## config.mk

```make
export PLATFORM = sky130hd
export DESIGN_NAME = ispi_engine
export DESIGN_NICKNAME = d
export VERILOG_FILES = /design/src/rtl/ispi_pkg.sv /design/src/rtl/ispi_rst_sync.sv /design/src/rtl/ispi_window.sv /design/src/rtl/ispi_cfg.sv /design/src/rtl/ispi_shifter.sv /design/src/rtl/ispi_engine.sv
export SDC_FILE = /design/constraint.sdc
export NUM_CORES = 1
export LEC_CHECK = 0
export CORE_ASPECT_RATIO = 0.9
export CORE_MARGIN = 4
export CORE_UTILIZATION = 40
export CTS_CLUSTER_DIAMETER = 150
export DETAILED_ROUTE_END_ITERATION = 7
export HOLD_SLACK_MARGIN = 0.03
export PLACE_DENSITY = 0.62
export SLEW_MARGIN = 10
export SYNTH_ARGS = -nofsm -noshare
export SYNTH_HDL_FRONTEND = slang
export SYNTH_SLANG_ARGS = --single-unit
```

## constraint.sdc

```tcl
create_clock -name clk -period 2.5 [get_ports clk]
set_input_delay 0.625 -clock clk [delete_from_list [all_inputs] [get_ports clk]]
set_output_delay 0.625 -clock clk [all_outputs]
set_load 0.005 [all_outputs]
```

## src/rtl/ispi_pkg.sv

```systemverilog
`timescale 1ns/1ps
package ispi_pkg;
  localparam int BYTE_W = 8;
  localparam int ADDR_W = 16;

  // host port codes
  localparam logic [1:0] PORT_BANK = 2'd1;
  localparam logic [1:0] PORT_OFS  = 2'd2;
  localparam logic [1:0] PORT_DATA = 2'd3;

  // internal addresses
  localparam logic [ADDR_W-1:0] ADDR_RXDATA = 16'hFEAB;
  localparam logic [ADDR_W-1:0] ADDR_CMD    = 16'hFEAC;
  localparam logic [ADDR_W-1:0] ADDR_CFG    = 16'hFEAD;

  // configuration bit positions
  localparam int CFG_HOLD_BIT = 4;
  localparam int CFG_WEN_BIT  = 3;
  localparam int CFG_BUSY_BIT = 1;
  localparam int CFG_CHK_BIT  = 0;

  typedef enum logic [1:0] {
    SEL_NONE = 2'd0,
    SEL_RX   = 2'd1,
    SEL_CMD  = 2'd2,
    SEL_CFG  = 2'd3
  } reg_sel_e;
endpackage

```

## src/rtl/ispi_rst_sync.sv

```systemverilog
`timescale 1ns/1ps
module ispi_rst_sync #(
  parameter int STAGES = 2
) (
  input  logic clk,
  input  logic rst_n_in,
  output logic rst_n_out
);
  logic [STAGES-1:0] sync_q;
  logic [STAGES-1:0] sync_d;

  always_comb begin
    sync_d = {sync_q[STAGES-2:0], 1'b1};
  end

  always_ff @(posedge clk or negedge rst_n_in) begin
    if (!rst_n_in) sync_q <= '0;
    else           sync_q <= sync_d;
  end

  assign rst_n_out = sync_q[STAGES-1];
endmodule

```

## src/rtl/ispi_window.sv

```systemverilog
`timescale 1ns/1ps
module ispi_window
  import ispi_pkg::*;
(
  input  logic              clk,
  input  logic              rst_n,
  input  logic              host_wr,
  input  logic [1:0]        host_port,
  input  logic [BYTE_W-1:0] host_wdata,
  input  logic [BYTE_W-1:0] rx_byte,
  input  logic [BYTE_W-1:0] cmd_byte,
  input  logic [BYTE_W-1:0] cfg_byte,
  output logic              cmd_wr,
  output logic              cfg_wr,
  output logic [BYTE_W-1:0] host_rdata
);
  logic [BYTE_W-1:0] bank_q, bank_d;
  logic [BYTE_W-1:0] ofs_q, ofs_d;
  logic              bank_en, ofs_en;
  logic [ADDR_W-1:0] int_addr;
  reg_sel_e          sel;
  logic              data_wr;
  logic [BYTE_W-1:0] reg_rdata;

  assign int_addr = {bank_q, ofs_q};

  // address decode
  always_comb begin
    unique case (int_addr)
      ADDR_RXDATA: sel = SEL_RX;
      ADDR_CMD:    sel = SEL_CMD;
      ADDR_CFG:    sel = SEL_CFG;
      default:     sel = SEL_NONE;
    endcase
  end

  // next state for the window registers
  always_comb begin
    bank_en = host_wr && (host_port == PORT_BANK);
    ofs_en  = host_wr && (host_port == PORT_OFS);
    bank_d  = host_wdata;
    ofs_d   = host_wdata;
    data_wr = host_wr && (host_port == PORT_DATA);
    cmd_wr  = data_wr && (sel == SEL_CMD);
    cfg_wr  = data_wr && (sel == SEL_CFG);
  end

  always_ff @(posedge clk or negedge rst_n) begin
    if (!rst_n) begin
      bank_q <= '0;
      ofs_q  <= '0;
    end else begin
      if (bank_en) bank_q <= bank_d;
      if (ofs_en)  ofs_q  <= ofs_d;
    end
  end

  // read path
  always_comb begin
    unique case (sel)
      SEL_RX:  reg_rdata = rx_byte;
      SEL_CMD: reg_rdata = cmd_byte;
      SEL_CFG: reg_rdata = cfg_byte;
      default: reg_rdata = '0;
    endcase
  end

  always_comb begin
    unique case (host_port)
      PORT_BANK: host_rdata = bank_q;
      PORT_OFS:  host_rdata = ofs_q;
      PORT_DATA: host_rdata = reg_rdata;
      default:   host_rdata = '0;
    endcase
  end
endmodule

```

## src/rtl/ispi_cfg.sv

```systemverilog
`timescale 1ns/1ps
module ispi_cfg
  import ispi_pkg::*;
(
  input  logic              clk,
  input  logic              rst_n,
  input  logic              cfg_wr,
  input  logic              wr_hold,
  input  logic              wr_wen,
  input  logic              wr_chk,
  input  logic              busy,
  output logic              cs_n,
  output logic [BYTE_W-1:0] cfg_byte
);
  logic csn_q, csn_d, csn_en;
  logic wen_q, wen_d;
  logic chk_q, chk_d;
  logic flag_en;

  always_comb begin
    flag_en = cfg_wr;
    wen_d   = wr_wen;
    chk_d   = wr_chk;
    csn_en  = cfg_wr && wr_wen;
    csn_d   = ~wr_hold;
  end

  always_ff @(posedge clk or negedge rst_n) begin
    if (!rst_n) begin
      csn_q <= 1'b1;
      wen_q <= 1'b0;
      chk_q <= 1'b0;
    end else begin
      if (csn_en) csn_q <= csn_d;
      if (flag_en) begin
        wen_q <= wen_d;
        chk_q <= chk_d;
      end
    end
  end

  always_comb begin
    cfg_byte               = '0;
    cfg_byte[CFG_HOLD_BIT] = ~csn_q;
    cfg_byte[CFG_WEN_BIT]  = wen_q;
    cfg_byte[CFG_BUSY_BIT] = busy & chk_q;
    cfg_byte[CFG_CHK_BIT]  = chk_q;
  end

  assign cs_n = csn_q;
endmodule

```

## src/rtl/ispi_shifter.sv

```systemverilog
`timescale 1ns/1ps
module ispi_shifter
  import ispi_pkg::*;
#(
  parameter int DIV = 4
) (
  input  logic              clk,
  input  logic              rst_n,
  input  logic              start,
  input  logic [BYTE_W-1:0] tx_byte,
  input  logic              miso,
  output logic              busy,
  output logic              sclk,
  output logic              mosi,
  output logic [BYTE_W-1:0] rx_byte,
  output logic [BYTE_W-1:0] cmd_byte
);
  localparam int HALF  = DIV / 2;
  localparam int CW    = (HALF > 1) ? $clog2(HALF) : 1;
  localparam int BCW   = $clog2(BYTE_W);
  localparam logic [CW-1:0]  HALF_LAST = CW'(HALF - 1);
  localparam logic [BCW-1:0] BIT_LAST  = BCW'(BYTE_W - 1);

  logic              busy_q, busy_d;
  logic              sclk_q, sclk_d;
  logic [CW-1:0]     cnt_q, cnt_d;
  logic [BCW-1:0]    fall_q, fall_d;
  logic [BYTE_W-1:0] out_q, out_d;
  logic [BYTE_W-1:0] in_q, in_d;
  logic [BYTE_W-1:0] rx_q, rx_d;
  logic [BYTE_W-1:0] cmd_q, cmd_d;
  logic              rx_en, cmd_en, accept;

  assign accept = start && !busy_q;

  always_comb begin
    busy_d = busy_q;
    sclk_d = sclk_q;
    cnt_d  = cnt_q;
    fall_d = fall_q;
    out_d  = out_q;
    in_d   = in_q;
    rx_d   = in_q;
    rx_en  = 1'b0;
    cmd_d  = tx_byte;
    cmd_en = accept;
    if (!busy_q) begin
      if (start) begin
        busy_d = 1'b1;
        sclk_d = 1'b0;
        cnt_d  = '0;
        fall_d = '0;
        out_d  = tx_byte;
      end
    end else if (cnt_q == HALF_LAST) begin
      cnt_d = '0;
      if (!sclk_q) begin
        // rising edge: sample the slave
        sclk_d = 1'b1;
        in_d   = {in_q[BYTE_W-2:0], miso};
      end else begin
        // falling edge: advance or finish
        sclk_d = 1'b0;
        fall_d = fall_q + 1'b1;
        if (fall_q == BIT_LAST) begin
          busy_d = 1'b0;
          rx_en  = 1'b1;
        end else begin
          out_d = {out_q[BYTE_W-2:0], 1'b0};
        end
      end
    end else begin
      cnt_d = cnt_q + 1'b1;
    end
  end

  always_ff @(posedge clk or negedge rst_n) begin
    if (!rst_n) begin
      busy_q <= 1'b0;
      sclk_q <= 1'b0;
      cnt_q  <= '0;
      fall_q <= '0;
      out_q  <= '0;
      in_q   <= '0;
      rx_q   <= '0;
      cmd_q  <= '0;
    end else begin
      busy_q <= busy_d;
      sclk_q <= sclk_d;
      cnt_q  <= cnt_d;
      fall_q <= fall_d;
      out_q  <= out_d;
      in_q   <= in_d;
      if (rx_en)  rx_q  <= rx_d;
      if (cmd_en) cmd_q <= cmd_d;
    end
  end

  assign busy     = busy_q;
  assign sclk     = sclk_q;
  assign mosi     = out_q[BYTE_W-1];
  assign rx_byte  = rx_q;
  assign cmd_byte = cmd_q;
endmodule

```

## src/rtl/ispi_engine.sv

```systemverilog
`timescale 1ns/1ps
module ispi_engine
  import ispi_pkg::*;
#(
  parameter int DIV = 4
) (
  input  logic       clk,
  input  logic       rst_n,
  input  logic       host_wr,
  input  logic [1:0] host_port,
  input  logic [7:0] host_wdata,
  output logic [7:0] host_rdata,
  output logic       spi_sclk,
  output logic       spi_cs_n,
  output logic       spi_mosi,
  input  logic       spi_miso
);
  logic              sys_rst_n;
  logic              cmd_wr, cfg_wr;
  logic              shift_busy;
  logic [BYTE_W-1:0] rx_byte, cmd_byte, cfg_byte;

  ispi_rst_sync #(.STAGES(2)) u_rst (
    .clk       (clk),
    .rst_n_in  (rst_n),
    .rst_n_out (sys_rst_n)
  );

  ispi_window u_win (
    .clk        (clk),
    .rst_n      (sys_rst_n),
    .host_wr    (host_wr),
    .host_port  (host_port),
    .host_wdata (host_wdata),
    .rx_byte    (rx_byte),
    .cmd_byte   (cmd_byte),
    .cfg_byte   (cfg_byte),
    .cmd_wr     (cmd_wr),
    .cfg_wr     (cfg_wr),
    .host_rdata (host_rdata)
  );

  ispi_cfg u_cfg (
    .clk      (clk),
    .rst_n    (sys_rst_n),
    .cfg_wr   (cfg_wr),
    .wr_hold  (host_wdata[CFG_HOLD_BIT]),
    .wr_wen   (host_wdata[CFG_WEN_BIT]),
    .wr_chk   (host_wdata[CFG_CHK_BIT]),
    .busy     (shift_busy),
    .cs_n     (spi_cs_n),
    .cfg_byte (cfg_byte)
  );

  ispi_shifter #(.DIV(DIV)) u_shift (
    .clk      (clk),
    .rst_n    (sys_rst_n),
    .start    (cmd_wr),
    .tx_byte  (host_wdata),
    .miso     (spi_miso),
    .busy     (shift_busy),
    .sclk     (spi_sclk),
    .mosi     (spi_mosi),
    .rx_byte  (rx_byte),
    .cmd_byte (cmd_byte)
  );
endmodule

```

# Yosys cells after proc, flatten, opt, wreduce, memory -nomap -nowiden

Index checks and enable logic that the tools add are counted.

Bits in registers: 59
Bits of input ports: 14
Output and inout port bits: 11
Logic and storage cells: 73

$add $sub $neg: 2
Equal/unequal tests: 13
Muxes and demuxes: 27
Bitwise logic cells: 4
Reductions and logical operators: 13

Operators with widths:

| kind                   | count |
|---|---|
| $eq A16 B16 Y1 const B | 3 |
| $pmux W8 S3            | 2 |
| $mux W8                | 5 |
| $mux W1                | 15 |
| $mux W3                | 4 |
| $eq A2 B2 Y1 const B   | 4 |
| $logic_and A1 B1 Y1    | 7 |
| $ne A2 B2 Y1 const B   | 3 |
| $pmux W2 S3            | 1 |
| $reduce_and A3 Y1      | 2 |
| $eq A2 B1 Y1 const B   | 2 |
| $reduce_and A4 Y1      | 1 |
| $add A3 B1 Y3 const B  | 1 |
| $eq A3 B3 Y1 const B   | 1 |
| $not A1 Y1             | 3 |
| $reduce_and A2 Y1      | 1 |
| $reduce_bool A2 Y1     | 1 |
| $add A1 B1 Y1 const B  | 1 |
| $and A1 B1 Y1          | 1 |
| $logic_not A1 Y1       | 1 |

# Depth between registers and ports, before layout

Depth after elaboration: 6
Depth in mapped cells: 7
Gate-level depth less buffers: 6

# By module

From an unflattened synthesis, not the netlist that was laid out.

Cells, all modules: 202
Area total of the unflattened synthesis: 2,822.7 µm²

Modules (own cells, without submodules):

| module        | times used | cells an instance | area an instance (µm²) | sequential area each (µm²) |
|---|---|---|---|---|
| ispi_shifter  | 1          | 103               | 1,604.0                | 950.9 |
| ispi_window   | 1          | 79                | 996.0                  | 400.4 |
| ispi_cfg      | 1          | 17                | 168.9                  | 76.3 |
| ispi_rst_sync | 1          | 3                 | 53.8                   | 50.0 |

# Worst setup path before layout

No wires, ideal clock.

Path type: input port to output port
From: in host_port[0]
To: out host_rdata[2]
Arrival time: 1.795 ns
Required time: 1.875 ns
Setup slack: 0.080 ns
Stages on the path: 4
Path buffers: 0
Cells stage by stage: nand2_1 -> or4_2 -> nor2_1 -> a221o_1

Longest elaborated chain between the ends: 2
Elaborated cells between the ends (all ways): 4
Those cells by class: eq/ne: 3; mux: 1

RTL lines:

| what                                         | line              | source |
|---|---|---|
| start: declaration                           | ispi_engine.sv:10 | `input logic [1:0] host_port,` |
| $eq A2 B2 Y1 or $eq A2 B1 Y1 (tied branches) | ispi_window.sv:69 | `unique case (host_port)` |
| $pmux W8 S3 *                                | ispi_window.sv:69 |  |
| end: declaration                             | ispi_engine.sv:12 | `output logic [7:0] host_rdata,` |

Every way passes the cells marked *; elsewhere a longest branch is shown, timed or not.

# Final worst setup path

From: reg u_win.ofs_q[4]
To: out host_rdata[3]

Longest elaborated chain between the ends: 5
Elaborated cells between the ends (all ways): 9
Those cells by class: eq/ne: 6; mux: 3

RTL lines:

| what                                         | line              | source |
|---|---|---|
| start: declaration                           | ispi_window.sv:18 | `logic [BYTE_W-1:0] ofs_q, ofs_d;` |
| start signal: assignment                     | ispi_window.sv:54 | `if (ofs_en) ofs_q <= ofs_d;` |
| $eq A16 B16 Y1                               | ispi_window.sv:29 | `unique case (int_addr)` |
| $pmux W2 S3 *                                | ispi_window.sv:29 |  |
| $eq A2 B2 Y1 or $eq A2 B1 Y1 (tied branches) | ispi_window.sv:60 | `unique case (sel)` |
| $pmux W8 S3 *                                | ispi_window.sv:60 |  |
| $pmux W8 S3 *                                | ispi_window.sv:69 |  |

Marks and branches as above.

==> metrics.cfg <==
[grt]
overflow=0
track_usage_pct=17.0
antenna_found_initial=0
grt_pass1_vias=2077
grt_pass1_wl_mm=10.5
grt_max_degree=31

[sta]
holdWs_ns=0.291
tightest_slew_ns=0.626
drv_slew=0
max_freq_mhz=366
timing.final.crit_period_ns=2.73
finalSetupViolCount=8
finalHoldViolations=0
finalCritPeriodShare_pct=109
grt_setup_unrepaired=true
relSlewSlack_pct=58.3
fin_setup_tns_ns=-1.09
postLayoutSetupSlackWorst_ns=-0.230
fin_skew_ns=0.00926

[min_path]
hp-class=register to async pin

[yosys]
syn_area_per_cell_um2=12.8
synth_ff_type=dfrtp_1
synthTopCellsByArea=dfrtp_1 (52%), mux2_2 (17%), mux2i_1 (3.2%)
ys_types=43
yosysTopAreaCellShare_pct=52.0
ys_seq_elements=59
synth.yosys.warnings=0
synth_most_common_cell=dfrtp_1
synth_area_um2=2790
synth_edf_count=0
ys_seq_area_share_pct=52.9
syn_nets=234
syn_inst=218
yosysTopAreaCell=dfrtp_1
synth.top_cells.by_count=dfrtp_1 (58), mux2_2 (41), nand2_1 (17)
synthArstFlopShare_pct=100

[cells_and_area]
antenna_cells=0
final_area_um2=3660
final_nets=307
layout-drive-gt1-share_pct=43.9
area_growth_pct=31.2

[flow_run]
drv_cap=0

[floorplan]
die_w_um=96.1
coreArea_um2=6690
die_y_um=87.3
rows=28
start_util_pct=41.7
die_area_um2=8380
io-pin-count=25

[placement]
dp_hpwl_mm=4.61
routabilityCongestion=0.873
placedInstanceArea_um2=3390
numPortBuffers=24

[worst_setup_path]
crit_top_cell=buf_4
required_ns=1.88
r2r-start=u_win.ofs_q[4]$_DFFE_PN0P_
crit_type=register to output pin
reg2regPathDepth=7
worst_path_max_delay_cell=or3_2
cp_cell_sequence=nand4b_1, buf_4, buf_4, or3_2, o31ai_2, buf_2
cp.arrival_ns=2.11
worstSetupStartpointType=register
worstPathMaxFanout=2
end_kind=output pin
crit_start=u_win.ofs_q[4]$_DFFE_PN0P_
critPathMaxStageDelay_ns=0.48

[status]
violations=negative setup slack
outcome=finished with violations

[routing]
wl_per_cell_um=16.3
drcViolationCount=0
vias=1998
dr.first_iter.drc_count=75
drtPass1Iterations=4
vias_per_cell=5.18
ant_nets=0
wl_mm=6.28

[clocking]
path_clk_slew_ns=0.07
cts.path.max_buffers=2
cts_tree=built
clk-insertion-delay-late_ns=0.34
htreeDepth=3
cts_sinks=59
cts_buffers=9
clockRootBuffer=clkbuf_8

[power_and_ir_drop]
ir_drop_mv=0.397
power_density_nw_per_um2=607
p_leak_nw=1.75

[layout by cell type, fill, tap and decap left out, drive strengths merged, types with 2 or more instances in the layout]
master / instances
clkbuf: 12
dlygate4sd2: 2
or4: 2
o221a: 7
o21ai: 6
clkdlybuf4s50: 14
dfrtp: 58
nor2b: 4
o211ai: 3
a22oi: 8
mux2i: 9
and2: 3
or3: 2
o31ai: 4
a22o: 5
nand4: 2
clkinvlp: 2
nand2: 17
mux2: 41
nor3b: 2
nand3: 5
nor2: 4
a31o: 2
buf: 56
a221o: 4
ha: 2
inv: 4
and3: 3
nand4b: 2
[per-layer routing]
| metal | global-route usage (%) | vias up | wire length (um) |
|---|---|---|---|
| met5 | 0 | - | 0 |
| met4 | 5.04 | 0 | 81 |
| met3 | 4.93 | 9 | 296 |
| met2 | 25.7 | 43 | 2840 |
| met1 | 23.5 | 984 | 3060 |
| li1 | - | 962 | - |
[metrics by stage]
step | util, % | instances | total power, mW | setup slack (ns)
after floorplan | - | 218 | 1.19 | 0.0800
after global placement | 50.7 | 363 | 1.38 | -0.931
after detailed placement | 50.7 | 363 | 1.39 | -0.946
after CTS | 54.5 | 387 | 2.24 | -0.276
after global routing | 54.7 | 386 | 2.32 | -0.299
final | 54.7 | 386 | 2.22 | -0.230
[where the power goes]
part / total [mW] / switching [mW] / internal [mW]
combinational: 0.313 / 0.128 / 0.184
clock: 0.853 / 0.367 / 0.486
sequential: 1.06 / 0.0486 / 1.01
total: 2.22 / 0.543 / 1.68
[critical path, delay by kind of cell (launching register included)]
kind | cells | cell delay, ns
and+or+nand+nor | 2 | 0.68
buffers and inverters | 3 | 0.44
DFF | 1 | 0.38
AOI/OAI and AO/OA | 1 | 0.26
[final cells by class]
class | instances | area (um^2)
fill | 597 | 3030
clock inverter | 4 | 50.0
clock buffer | 12 | 145
sequential | 59 | 1480
multi-input combinational | 145 | 1290
timing repair buffer | 72 | 574
tap | 90 | 113
inverter | 4 | 15.0
[cells by family after synthesis]
group | share of synthesized area, %
flip-flops | 52.9
multiplexers | 19.8
AND/OR/NAND/NOR | 9.73
AO/OA/AOI/OAI | 13.0
buffers and inverters | 3.18
adder cells (fa/ha/maj) | 0.896
other | 0.134
XOR/XNOR | 0.314
[state kept, by name (all words and copies together) (netlist names), 2 cells and up]
register,flops
u_win.bank_q,8
u_shift.cmd_byte,8
u_shift.fall_q,3
u_win.ofs_q,8
u_shift.out_q,8
u_rst.sync_q,2
u_shift.rx_byte,8
u_shift.in_q,8
[what timing repair did]
action | CTS | global route
hold buffers | 0 | 0
setup buffers | 8 | 0
setup endpoints to repair | 8 | 8
cloned | 0 | 0
pin swaps | 11 | 7
resized for setup | 46 | 4
[final timing paths]
check | end | slack [ns]
worst max-delay path | host_rdata[3] | -0.23
worst min-delay path | u_shift.cmd_byte[3]$_DFFE_PN0P_ | 0.29
worst max register to register | u_shift.cmd_byte[6]$_DFFE_PN0P_ | 0.20
worst min register to register | u_shift.cmd_byte[3]$_DFFE_PN0P_ | 0.29
max in group asynchronous | u_shift.cmd_byte[6]$_DFFE_PN0P_ | 1.62
min in group clk | u_rst.sync_q[1]$_DFF_PN0_ | 0.35
(Power assumes the default switching activity.)
